### config.mk
export PLATFORM = sky130hd
export DESIGN_NAME = esn_track_top
export DESIGN_NICKNAME = d
export VERILOG_FILES = /design/src/rtl/esn_trk_pkg.sv /design/src/rtl/esn_win_decode.sv /design/src/rtl/esn_bottom_calc.sv /design/src/rtl/esn_state_reg.sv /design/src/rtl/esn_track_top.sv
export SDC_FILE = /design/constraint.sdc
export NUM_CORES = 1
export LEC_CHECK = 0
export CORE_MARGIN = 10
export CORE_UTILIZATION = 45
export CTS_CLUSTER_DIAMETER = 60
export DETAILED_ROUTE_END_ITERATION = 6
export PLACE_DENSITY_LB_ADDON = 0.25
export SLEW_MARGIN = 30
export SYNTH_ARGS = -nofsm -noshare
export SYNTH_HDL_FRONTEND = slang
export SYNTH_SLANG_ARGS = --single-unit
### constraint.sdc
create_clock -name clk -period 4.8 [get_ports clk]
set_input_delay 1.2 -clock clk [delete_from_list [all_inputs] [get_ports clk]]
set_output_delay 1.2 -clock clk [all_outputs]
set_load 0.02 [all_outputs]
### src/rtl/esn_trk_pkg.sv
package esn_trk_pkg;

    localparam int unsigned SEQ_W  = 32;
    localparam int unsigned WSZ_W  = 16;
    localparam int unsigned CODE_W = 2;
    localparam int unsigned N_WIN  = 1 << CODE_W;
    localparam int unsigned MIN_WIN = 32;

    typedef struct packed {
        logic [SEQ_W-1:0] lo;
        logic [SEQ_W-1:0] hi;
    } seq_pair_t;

    typedef enum logic [CODE_W-1:0] {
        WIN_32  = 2'd0,
        WIN_64  = 2'd1,
        WIN_128 = 2'd2,
        WIN_256 = 2'd3
    } win_code_e;

    function automatic logic [SEQ_W-1:0] calc_bottom(input logic [SEQ_W-1:0] seq,
                                                     input logic [SEQ_W-1:0] win);
        if (seq >= win)
            return seq - win + SEQ_W'(1);
        return '0;
    endfunction

endpackage

### src/rtl/esn_win_decode.sv
module esn_win_decode
    import esn_trk_pkg::*;
#(
    parameter int unsigned SZ_W = WSZ_W
) (
    input  logic [SZ_W-1:0]   size,
    output logic [CODE_W-1:0] code,
    output logic              legal
);
    logic [N_WIN-1:0] hit;

    for (genvar k = 0; k < N_WIN; k++) begin : g_cmp
        assign hit[k] = (size == SZ_W'(MIN_WIN << k));
    end

    always_comb begin
        code  = '0;
        legal = |hit;
        for (int k = 0; k < N_WIN; k++)
            if (hit[k]) code = CODE_W'(k);
    end


    always_comb begin
        if (legal)
            legal_pow2_chk: assert ($countones(size) == 1);
    end
endmodule

### src/rtl/esn_bottom_calc.sv
module esn_bottom_calc
    import esn_trk_pkg::*;
#(
    parameter int unsigned SW   = SEQ_W,
    parameter int unsigned SZ_W = WSZ_W
) (
    input  logic [SW-1:0]   seq,
    input  logic [SZ_W-1:0] size,
    output logic [SW-1:0]   bottom,
    output logic            upper
);
    logic [SW-1:0] size_ext;

    assign size_ext = SW'(size);
    assign bottom   = calc_bottom(seq, size_ext);
    assign upper    = bottom[SW-1];


    always_comb begin
        if (size_ext != '0)
            bottom_le_seq_chk: assert (bottom <= seq);
    end
endmodule

### src/rtl/esn_state_reg.sv
module esn_state_reg
    import esn_trk_pkg::*;
#(
    parameter int unsigned SW = SEQ_W,
    parameter int unsigned CW = CODE_W
) (
    input  logic          clk,
    input  logic          rst,
    input  logic          upd_valid,
    input  logic          dir_rx,
    input  logic          reject,
    input  logic [CW-1:0] code_in,
    input  logic [SW-1:0] lo_in,
    input  logic [SW-1:0] hi_in,
    input  logic [SW-1:0] bottom_in,
    input  logic          upper_in,
    output logic [SW-1:0] lo_q,
    output logic [SW-1:0] hi_q,
    output logic [SW-1:0] bottom_q,
    output logic          overlap_q,
    output logic [CW-1:0] code_q,
    output logic          err_q,
    output logic          pulse_q
);
    logic [SW-1:0] lo_next;

    assign lo_next = (hi_q == '0 && lo_in == '0) ? SW'(1) : lo_in;

    always_ff @(posedge clk) begin
        if (rst) begin
            lo_q      <= '0;
            hi_q      <= '0;
            bottom_q  <= '0;
            overlap_q <= 1'b0;
            code_q    <= '0;
            err_q     <= 1'b0;
            pulse_q   <= 1'b0;
        end else begin
            pulse_q <= 1'b0;
            if (upd_valid) begin
                err_q <= reject;
                if (!reject) begin
                    lo_q     <= lo_next;
                    hi_q     <= hi_in;
                    bottom_q <= bottom_in;
                    if (dir_rx)
                        code_q <= code_in;
                    if (overlap_q != upper_in) begin
                        overlap_q <= upper_in;
                        pulse_q   <= 1'b1;
                    end
                end
            end
        end
    end


    pulse_after_strobe_chk: assert property (@(posedge clk) disable iff (rst)
        pulse_q |-> $past(upd_valid));


    overlap_flip_flagged_chk: assert property (@(posedge clk) disable iff (rst)
        (!$past(rst) && overlap_q != $past(overlap_q)) |-> pulse_q);


    first_seq_nonzero_chk: assert property (@(posedge clk) disable iff (rst)
        (!$past(rst) && $past(upd_valid) && !$past(reject) && $past(hi_q) == '0) |-> (lo_q != '0));


    reject_holds_state_chk: assert property (@(posedge clk) disable iff (rst)
        (!$past(rst) && $past(upd_valid) && $past(reject)) |-> ($stable(lo_q) && $stable(overlap_q) && err_q));


    tx_code_hold_chk: assert property (@(posedge clk) disable iff (rst)
        (!$past(rst) && $past(upd_valid) && !$past(dir_rx)) |-> $stable(code_q));


    idle_hold_chk: assert property (@(posedge clk) disable iff (rst)
        (!$past(rst) && !$past(upd_valid)) |-> ($stable(lo_q) && $stable(hi_q) && !pulse_q));
endmodule

### src/rtl/esn_track_top.sv
module esn_track_top
    import esn_trk_pkg::*;
(
    input  logic              clk,
    input  logic              rst,
    input  logic              upd_valid,
    input  logic              dir_rx,
    input  logic [SEQ_W-1:0]  rx_seq_lo,
    input  logic [SEQ_W-1:0]  rx_seq_hi,
    input  logic [SEQ_W-1:0]  tx_seq_lo,
    input  logic [SEQ_W-1:0]  tx_seq_hi,
    input  logic [WSZ_W-1:0]  win_size,
    output logic [SEQ_W-1:0]  seq_lo,
    output logic [SEQ_W-1:0]  seq_hi,
    output logic [SEQ_W-1:0]  win_bottom,
    output logic              overlap,
    output logic [CODE_W-1:0] win_code,
    output logic              win_err,
    output logic              ctx_update
);
    seq_pair_t         sel;
    logic [CODE_W-1:0] code;
    logic              legal;
    logic              reject;
    logic [SEQ_W-1:0]  bottom;
    logic              upper;

    assign sel    = dir_rx ? '{lo: rx_seq_lo, hi: rx_seq_hi}
                           : '{lo: tx_seq_lo, hi: tx_seq_hi};
    assign reject = dir_rx && !legal;

    esn_win_decode #(.SZ_W(WSZ_W)) u_dec (
        .size  (win_size),
        .code  (code),
        .legal (legal)
    );

    esn_bottom_calc #(.SW(SEQ_W), .SZ_W(WSZ_W)) u_bot (
        .seq    (sel.lo),
        .size   (win_size),
        .bottom (bottom),
        .upper  (upper)
    );

    esn_state_reg #(.SW(SEQ_W), .CW(CODE_W)) u_st (
        .clk       (clk),
        .rst       (rst),
        .upd_valid (upd_valid),
        .dir_rx    (dir_rx),
        .reject    (reject),
        .code_in   (code),
        .lo_in     (sel.lo),
        .hi_in     (sel.hi),
        .bottom_in (bottom),
        .upper_in  (upper),
        .lo_q      (seq_lo),
        .hi_q      (seq_hi),
        .bottom_q  (win_bottom),
        .overlap_q (overlap),
        .code_q    (win_code),
        .err_q     (win_err),
        .pulse_q   (ctx_update)
    );
endmodule

# ---- Word level (Yosys, flattened, before mapping)
# Cells that the tools add are included.
dict set report classes {
  add_sub_neg 2
  multipliers 0
  div_mod_pow 0
  order_cmp 1
  eq_ne 5
  shifts 0
  mux 9
  bitwise 2
  n_reduce_logical 10
}
# op n
set ops {}
lappend ops {{32-bit 2-to-1 mux} 3}
lappend ops {{32-bit logical NOT} 2}
lappend ops {{64-bit 2-to-1 mux} 1}
lappend ops {{32-bit by 1-bit adder with 32-bit output, second input constant} 1}
lappend ops {{32-bit by 16-bit greater-or-equal comparator with 1-bit output} 1}
lappend ops {{32-bit by 16-bit subtractor with 32-bit output} 1}
lappend ops {{16-bit by 6-bit equality test with 1-bit output, second input constant} 1}
lappend ops {{16-bit by 7-bit equality test with 1-bit output, second input constant} 1}
lappend ops {{16-bit by 8-bit equality test with 1-bit output, second input constant} 1}
lappend ops {{16-bit by 9-bit equality test with 1-bit output, second input constant} 1}
lappend ops {{3-bit AND reduction} 2}
lappend ops {{2-bit 2-to-1 mux} 2}
lappend ops {{4-bit OR reduction} 1}
lappend ops {{1-bit 2-to-1 mux} 3}
lappend ops {{3-bit OR reduction} 1}
lappend ops {{1-bit logical AND} 2}
lappend ops {{1-bit inverter} 2}
lappend ops {{2-bit AND reduction} 1}
lappend ops {{1-bit logical NOT} 1}
lappend ops {{1-bit inequality test} 1}
dict set report totals {
  reg_bits 101
  latchBits 0
  mem_bits_rw 0
  rom_bits 0
  input_bits 148
  output_inout_bits 101
  wordCells 36
  mem_count 0
}

# ---- Longest topological paths before layout
# Gate-level depths: netlist of the first run.
dict set report logic_depth {
  word_depth 7
  depth_mapped 16
  depth_no_buf 14
}

# ---- Hierarchy
# From an unflattened synthesis of the first run, not the netlist that was laid out.
dict set report hier_totals {
  hier_cells 955
  area_unflattened_um2 7542.2
}
# mod instances cells_per_inst area_per_inst_um2 seq_area_each_um2
set modules_own_cells {}
lappend modules_own_cells {esn_state_reg 1 459 3612.2 2021.9}
lappend modules_own_cells {esn_bottom_calc 1 411 2864.0 0.0}
lappend modules_own_cells {esn_track_top 1 72 983.4 0.0}
lappend modules_own_cells {esn_win_decode 1 13 82.6 0.0}

# ---- Least setup slack after synthesis of the first run
# Ideal clock, no wire load.
dict set report synth_path {
  path_type {input to register}
  startpoint {input dir_rx}
  endpoint {register u_st.bottom_q[29]}
  setup_ns 0.117
  arrival_time_ns 4.259
  t_required_ns 4.683
  slack_ns 0.423
  stages 15
  n_path_buf 2
  cell_sequence {buf_2 buf_4 mux2i_1 inv_1 ha_1 ha_1 fa_1 nor2b_1 o211ai_1 a31oi_2 or4b_1 a31o_1 nand3_1 mux2i_1 nand2_1}
}
dict set report synth_between {
  elab_chain_cells 5
  word_cells_on_any_way 10
  cone_classes {add/sub: 2; order compare: 1; mux: 4; bitwise: 1; reduce/logical: 2}
}
# item line
set synth_lines {}
lappend synth_lines {{start, declared} esn_track_top.sv:7} ;# input logic dir_rx,
lappend synth_lines {{64-bit 2-to-1 mux} esn_track_top.sv:28} ;# assign sel = dir_rx ? '{lo: rx_seq_lo, hi: rx_seq_hi}
lappend synth_lines {{32-bit by 16-bit subtractor with 32-bit output} esn_trk_pkg.sv:24} ;# return seq - win + SEQ_W'(1);
lappend synth_lines {{32-bit by 1-bit adder with 32-bit output} esn_trk_pkg.sv:24}
lappend synth_lines {{32-bit 2-to-1 mux} esn_trk_pkg.sv:23} ;# if (seq >= win)
lappend synth_lines {{32-bit 2-to-1 mux} esn_trk_pkg.sv:25} ;# return '0;
lappend synth_lines {{end signal, assigned} esn_state_reg.sv:45} ;# bottom_q <= bottom_in;
lappend synth_lines {{end, declared} esn_state_reg.sv:19} ;# output logic [SW-1:0] bottom_q,
# Several ways; a longest one is shown, not always the timed one. The select of a mux whose other input is x is not followed.
# A chain may end at the register's enable or synchronous reset.

# ---- Final worst setup path of the first run
dict set report layout_path {
  startpoint {input rx_seq_lo[1]}
  endpoint {register u_st.bottom_q[29]}
}
dict set report layout_between {
  elab_chain_cells 5
  word_cells_on_any_way 7
  cone_classes {add/sub: 2; order compare: 1; mux: 4}
}
# item line
set layout_lines {}
lappend layout_lines {{start, declared} esn_track_top.sv:8} ;# input logic [SEQ_W-1:0] rx_seq_lo,
lappend layout_lines {{64-bit 2-to-1 mux (*)} esn_track_top.sv:28}
lappend layout_lines {{32-bit by 16-bit subtractor with 32-bit output} esn_trk_pkg.sv:24}
lappend layout_lines {{32-bit by 1-bit adder with 32-bit output} esn_trk_pkg.sv:24}
lappend layout_lines {{32-bit 2-to-1 mux} esn_trk_pkg.sv:23}
lappend layout_lines {{32-bit 2-to-1 mux (*)} esn_trk_pkg.sv:25}
# Every way passes the cells marked *; elsewhere a longest branch is shown, timed or not. The select of a mux whose other input is x is not followed.

==> results.md, run 1 <==
- Leakage: just over 4 nW
- Number of top-level pins: about 250
- EDFF count, synth: 0
- PwrDens: roughly 270 nW/um2
- Cell variety after synth: 64
- Layout Cells excl Fill: approximately 1200
- Antenna violations before repair: 2
- Max Clk Rate: 226 MHz
- Top delay family on crit path: adder cells
- CP max-delay cell: or4b_1
- Worst setup EP type: flop
- Chip width: 142 um
- CP Launch Type: primary input
- RSZ-0062 raised after global routing: false
- Most frequent cells in the layout: clkdlybuf4s50_1, dfxtp_1, nand2_1, nor2_1, o21ai_0
- CP max FO: 5
- DP HPWL: about 19000 um
- Worst-skew pair later-pin latency: approximately 370 ps
- Slew Viols, Final: 0
- Placed Cells: approximately 1200
- Vias in the first global route: around 6600
- Part of the cycle the worst path needs: between 90% and 100%
- Buffers & Inverters on Critical Path: 3
- WL/cell: 18.6 um
- Clk root buf: clkbuf_16
- Cell row count: 44
- Final nets: roughly 1300
- Hold Crit Class: flop to flop
- Final ANT Viol Nets: 0
- Crit path cell chain: clkdlybuf4s50_1, mux2i_1, inv_1, ha_1, inv_1, ha_1, fa_1, nor2b_1, o211ai_1, a31oi_2, or4b_1, a31o_1, nand3_1, mux2i_1, nand2_1
- Final hold violation count: 0
- Number of buffers added on ports: between 200 and 250
- H-tree levels: 3
- WS Path Type: primary input to flop
- Yosys reg bits: 101
- Synth Instances: roughly 800
- First-pass GRT wire length: about 36000 um
- Die Ht: around 140 um
- Worst-path clk slew: ~70 ps
- Avg Synthesized Cell Area: 8.37 um2
- Share of cells above drive strength 1: under 10%
- Critical Path Max Stage Delay: between 500 and 600 ps
- Max Cap Violations: 0
- Total gr overflow: 0
- Ys flop type: dfxtp_1
- Gr usage total: roughly 22%
- Final setup viols: 0
- CTS tree: built
- Arr. time, crit path: roughly 4700 ps
- VDD IR-drop max: about 190 uV
- Clock Path Buffers: 2
- Synthesis-to-layout area growth: 46.0%
- TritonRoute pass-1 iters: 5
- Commonest non-fill, non-tap cell in the layout: clkdlybuf4s50_1
- Seq/Total Area, Yosys: a little under a third
- DRC Markers: 0
- Clk_skew: between 10 and 15 ps
- Tmin final: between 4000 and 5000 ps
- Clock sinks: 101
- Cts bufs inserted: 9
- Starting Density: approximately 46%
- PnR Total Power: roughly 0.0027 W
- Synth Warn #: 0
- Synth Net Count: 1014
- Post-synth ARST share: 0%
- Die ar.: 20200 um2
- Slew headroom: ~58%
- Overall routed net length: about 23000 um
- CTS hold repair buffers: 0
- Vias post-DR: 6733
- Post-CTS Setup Bufs: 0
- Initial DRC Count: approximately 440
- Total core area: between 10000 and 15000 um2
- Gpl congestion: 0.953
- Status: finished, final reports clean
- Req. time, crit path: roughly 5100 ps
- Post-CTS sizing: 0
- Largest net degree at the start of global routing: 48
- Worst Max-Slew Pin Slew: 616 ps
- Vias per cell: approximately 5.4
- Setup TNS Final: 0 ps
- Post-Syn Area: between 6000 and 7000 um2
[final cells by class]
type | instances | area (um2)
antenna | 2 | 5.00
clock buffer | 9 | 225
clock inverter | 7 | 77.6
fill | 1230 | 4800
inverter | 63 | 236
multi-input combinational | 600 | 4310
sequential | 101 | 2020
tap | 184 | 230
timing repair buffer | 274 | 2690
[registers in the layout, summed over array words and instances (netlist names)]
name	cells
u_st.bottom_q	32
u_st.code_q	2
u_st.err_q	1
u_st.hi_q	32
u_st.lo_q	32
u_st.overlap_q	1
u_st.pulse_q	1
[cell families after synthesis]
family                   synth area share, %
adder cells (fa/ha/maj)                 13.0
AO/OA/AOI/OAI                           20.5
flip-flops                              30.1
XOR/XNOR                                3.39
buffers and inverters                   5.84
multiplexers                            9.74
AND/OR/NAND/NOR                         17.4
[Yosys cell counts (3+ instances only)]
library cell | n | share of area (%)
o31ai_1 | 3 | 0.34
a21o_1 | 12 | 1.3
nand3_1 | 14 | 1.0
xnor2_1 | 16 | 2.1
xor2_1 | 10 | 1.3
o21ai_0 | 65 | 4.8
o211ai_1 | 5 | 0.56
ha_1 | 57 | 11
a22o_1 | 6 | 0.78
dfxtp_1 | 101 | 30
nor2_1 | 71 | 4.0
nor2b_1 | 12 | 1.1
nand2_1 | 78 | 4.4
nor4_1 | 16 | 1.5
mux2i_1 | 63 | 9.4
a211oi_1 | 38 | 4.3
fa_1 | 8 | 2.4
nand4b_1 | 7 | 0.91
inv_1 | 63 | 3.5
clkbuf_1 | 24 | 1.3
o21a_1 | 6 | 0.67
o21bai_1 | 10 | 1.1
nand2b_1 | 7 | 0.65
a32o_1 | 3 | 0.45
a21oi_1 | 27 | 2.0
nand4_1 | 9 | 0.84
a32oi_1 | 3 | 0.39
buf_2 | 10 | 0.75
nor3b_1 | 3 | 0.34
nor3_1 | 8 | 0.60
[worst register-to-register path: stages, from the launching register on]
cell and delay [ps]:
dfxtp_1 330, nor4_1 450, nand4_1 150, nor4_1 290
nand2_1 160, nand2_1 260, buf_12 210, o21ai_0 110
[power breakdown]
group	internal, W	leakage (nW)	switching (W)
clock	0.000370	0.144	0.000379
combinational	0.000469	3.14	0.000520
sequential	0.000898	0.828	0.0000382
total	0.00174	4.12	0.000937
[path summary, 6_finish.rpt]
check / start / slack, ps / end / depth (start not counted)
max: rx_seq_lo[1] / 370 / u_st.bottom_q[29]$_SDFFE_PP0P_ / 15
min: u_st.lo_q[18]$_SDFFE_PP0P_ / 460 / u_st.lo_q[18]$_SDFFE_PP0P_ / 2
max reg2reg: u_st.hi_q[5]$_SDFFE_PP0P_ / 2710 / u_st.lo_q[14]$_SDFFE_PP0P_ / 7
min reg2reg: u_st.lo_q[18]$_SDFFE_PP0P_ / 460 / u_st.lo_q[18]$_SDFFE_PP0P_ / 2
[layer usage]
layer | vias to the layer above | global-route usage (%) | share of wire [%]
met4 | 0 | 7.96 | 2.3
li1 | 3358 | - | -
met3 | 31 | 7.48 | 8.5
met5 | - | 0 | 0
met2 | 244 | 35.2 | 46
met1 | 3100 | 26.9 | 43
[per-stage QoR]
stage | hold slack (ps) | util, % | cell area [um2] | worst slack (ps)
2_1_floorplan | 529 | - | 6710 | 423
3_3_place_gp | 433 | 65.0 | 9490 | 144
3_5_place_dp | 444 | 65.0 | 9490 | 52.9
4_1_cts | 462 | 67.1 | 9790 | 415
5_1_grt | 476 | 67.1 | 9790 | 157
6_report | 455 | 67.1 | 9790 | 374
Power figures use the tool's default switching activity.
==> inputs of run 2 (changes only) <==
CTS_CLUSTER_SIZE = 40   (was unset)
HOLD_SLACK_MARGIN = 0.03   (was unset)
==> results of run 2 <==
Same layout as run 1: the final DEF is identical, and so are final timing and power.
==> inputs of run 3 (changes only) <==
CORE_MARGIN = unset   (was 10)
REMOVE_ABC_BUFFERS = 1   (was unset)
==> run 3 against run 2 <==
Compared with the run above:
- non-clock buffer count grew 4
- critical path depth shrank 2
- register-to-register slack lost 20 ps
- design area grew 0.45%
- sequential power is essentially flat
- critical path type unchanged
- critical endpoint is now u_st.bottom_q[30]$_SDFFE_PP0P_
- largest cell class unchanged
- largest power group unchanged
==> results.md, run 3 (synthesized netlist as in run 1, its figures left out) <==
- Status: finished, final reports clean
- CTS tree: built
- Die ar.: 15400 um2
- Clk root buf: clkbuf_16
- Clk_skew: between 8 and 9 ps
- RSZ-0062 raised after global routing: false
- Antenna violations before repair: 0
- DRC Markers: 0
- Regs by FF count: u_st.bottom_q: 32 flops, u_st.hi_q: 32 flops, u_st.lo_q: 32 flops
- Worst Max-Slew Pin Slew: roughly 680 ps
- Max Cap Violations: 0
- Setup TNS Final: 0 ps
- Vias per cell: between 5 and 6
- Clock sinks: between 100 and 150
- Worst-path clk slew: 80 ps
- Post-CTS sizing: 0
- Req. time, crit path: 5060 ps
- Gr usage total: 27.4%
- Clock Path Buffers: 2
- Hold Crit Class: flop to flop
- R2R Setup Slk: ~2700 ps
- Chip width: approximately 120 um
- TritonRoute pass-1 iters: 5
- Arr. time, crit path: 4630 ps
- Cts bufs inserted: 9
- Slew Viols, Final: 0
- Commonest non-fill, non-tap cell in the layout: clkdlybuf4s50_1
- CP max FO: 4
- WS Path Type: primary input to flop
- PwrDens: between 200 and 300 nW/um2
- Total core area: approximately 15000 um2
- Die Ht: roughly 120 um
- VDD IR-drop max: 175 uV
- Share of cells above drive strength 1: just under 6%
- Initial DRC Count: ~360
- Post-CTS Setup Bufs: 0
- Leakage: 4.13 nW
- Synthesis-to-layout area growth: 46.7%
- H-tree levels: 3
- Ant diodes: 0
- First-pass GRT wire length: 32300 um
- DP HPWL: approximately 17000 um
- Gpl congestion: around 0.96
- Final ANT Viol Nets: 0
- Slew headroom: between 50% and 60%
- Final hold violation count: 0
- CP Launch Type: primary input
- Final setup viols: 0
- Cell row count: 44
- Vias post-DR: between 6000 and 7000
- Vias in the first global route: 6480
- Max Clk Rate: between 200 and 250 MHz
- Most frequent cells in the layout: clkdlybuf4s50_1, dfxtp_1, nand2_1, nor2_1, o21ai_0
- Worst setup EP type: flop
- Largest net degree at the start of global routing: 74
- WL/cell: ~17 um
- Tmin final: 4370 ps
- Overall routed net length: between 20000 and 25000 um
- Finished Core Util: 67.7%
- Starting Density: about 46%
- Total gr overflow: 0
- Part of the cycle the worst path needs: approximately nine tenths
- Final nets: 1266
- CTS hold repair buffers: 0
- Number of buffers added on ports: about 250
- Worst-skew pair later-pin latency: around 360 ps
- Hold_ws: 453 ps
- Number of top-level pins: 249
[run 3: cell count changes in the layout (fill, tap and decap cells not counted)]
cell / previous run / this run
buf_16: 0 / 1
buf_4: 26 / 29
bufinv_16: 0 / 1
clkbuf_1: 0 / 1
clkinv_4: 0 / 1
clkinv_8: 2 / 0
clkinvlp_4: 1 / 3
diode_2: 2 / 0
inv_6: 3 / 0
[run 3: path summary, 6_finish.rpt]
path                            cells past startpoint                       start                             end
worst min register to register                      2  u_st.lo_q[14]$_SDFFE_PP0P_      u_st.lo_q[14]$_SDFFE_PP0P_
worst min-delay path                                2  u_st.lo_q[14]$_SDFFE_PP0P_      u_st.lo_q[14]$_SDFFE_PP0P_
worst max register to register                      7  u_st.hi_q[13]$_SDFFE_PP0P_      u_st.lo_q[22]$_SDFFE_PP0P_
worst max-delay path                               13                rx_seq_lo[4]  u_st.bottom_q[30]$_SDFFE_PP0P_
[run 3: area by class of cell]
cell class	count	area, um2
Clock inverter	6	72.6
Clock buffer	10	229
Timing Repair Buffer	278	2740
Inverter	63	236
Fill cell	1241	4700
Tap cell	184	230
Multi-Input combinational cell	600	4310
Sequential cell	101	2020
[run 3: routing by layer]
layer | vias up | global-route usage, % | part of all wire [%]
met5 | - | 0 | 0
met3 | 41 | 7.88 | 7.6
li1 | 3369 | - | -
met1 | 3131 | 31.6 | 41
met2 | 247 | 46.8 | 49
met4 | 0 | 11.7 | 2.9
[run 3: worst max-delay path, stage by stage]
cell and delay (ps):
clkdlybuf4s50_1 430, mux2i_1 210, inv_1 70, ha_1 200, inv_1 70, fa_1 480, nor4b_2 400, o21bai_1 160
a2111oi_2 590, nor4bb_2 120, nor3_1 290, o21ai_0 150, a32o_1 260
[run 3: metrics by stage]
stage          instances  power [W]  worst slack, ps  cell area, um2
5_1_grt             1242    0.00281              240            9840
2_1_floorplan        764    0.00150             -527            6550
3_5_place_dp        1225    0.00193             71.5            9510
4_1_cts             1241    0.00268              440            9810
6_report            1242    0.00268              430            9840
3_3_place_gp        1225    0.00191              205            9510
[run 3: power breakdown]
part           internal [W]  switching, W
logic              0.000474      0.000511
registers          0.000898     0.0000378
clock network      0.000409      0.000347
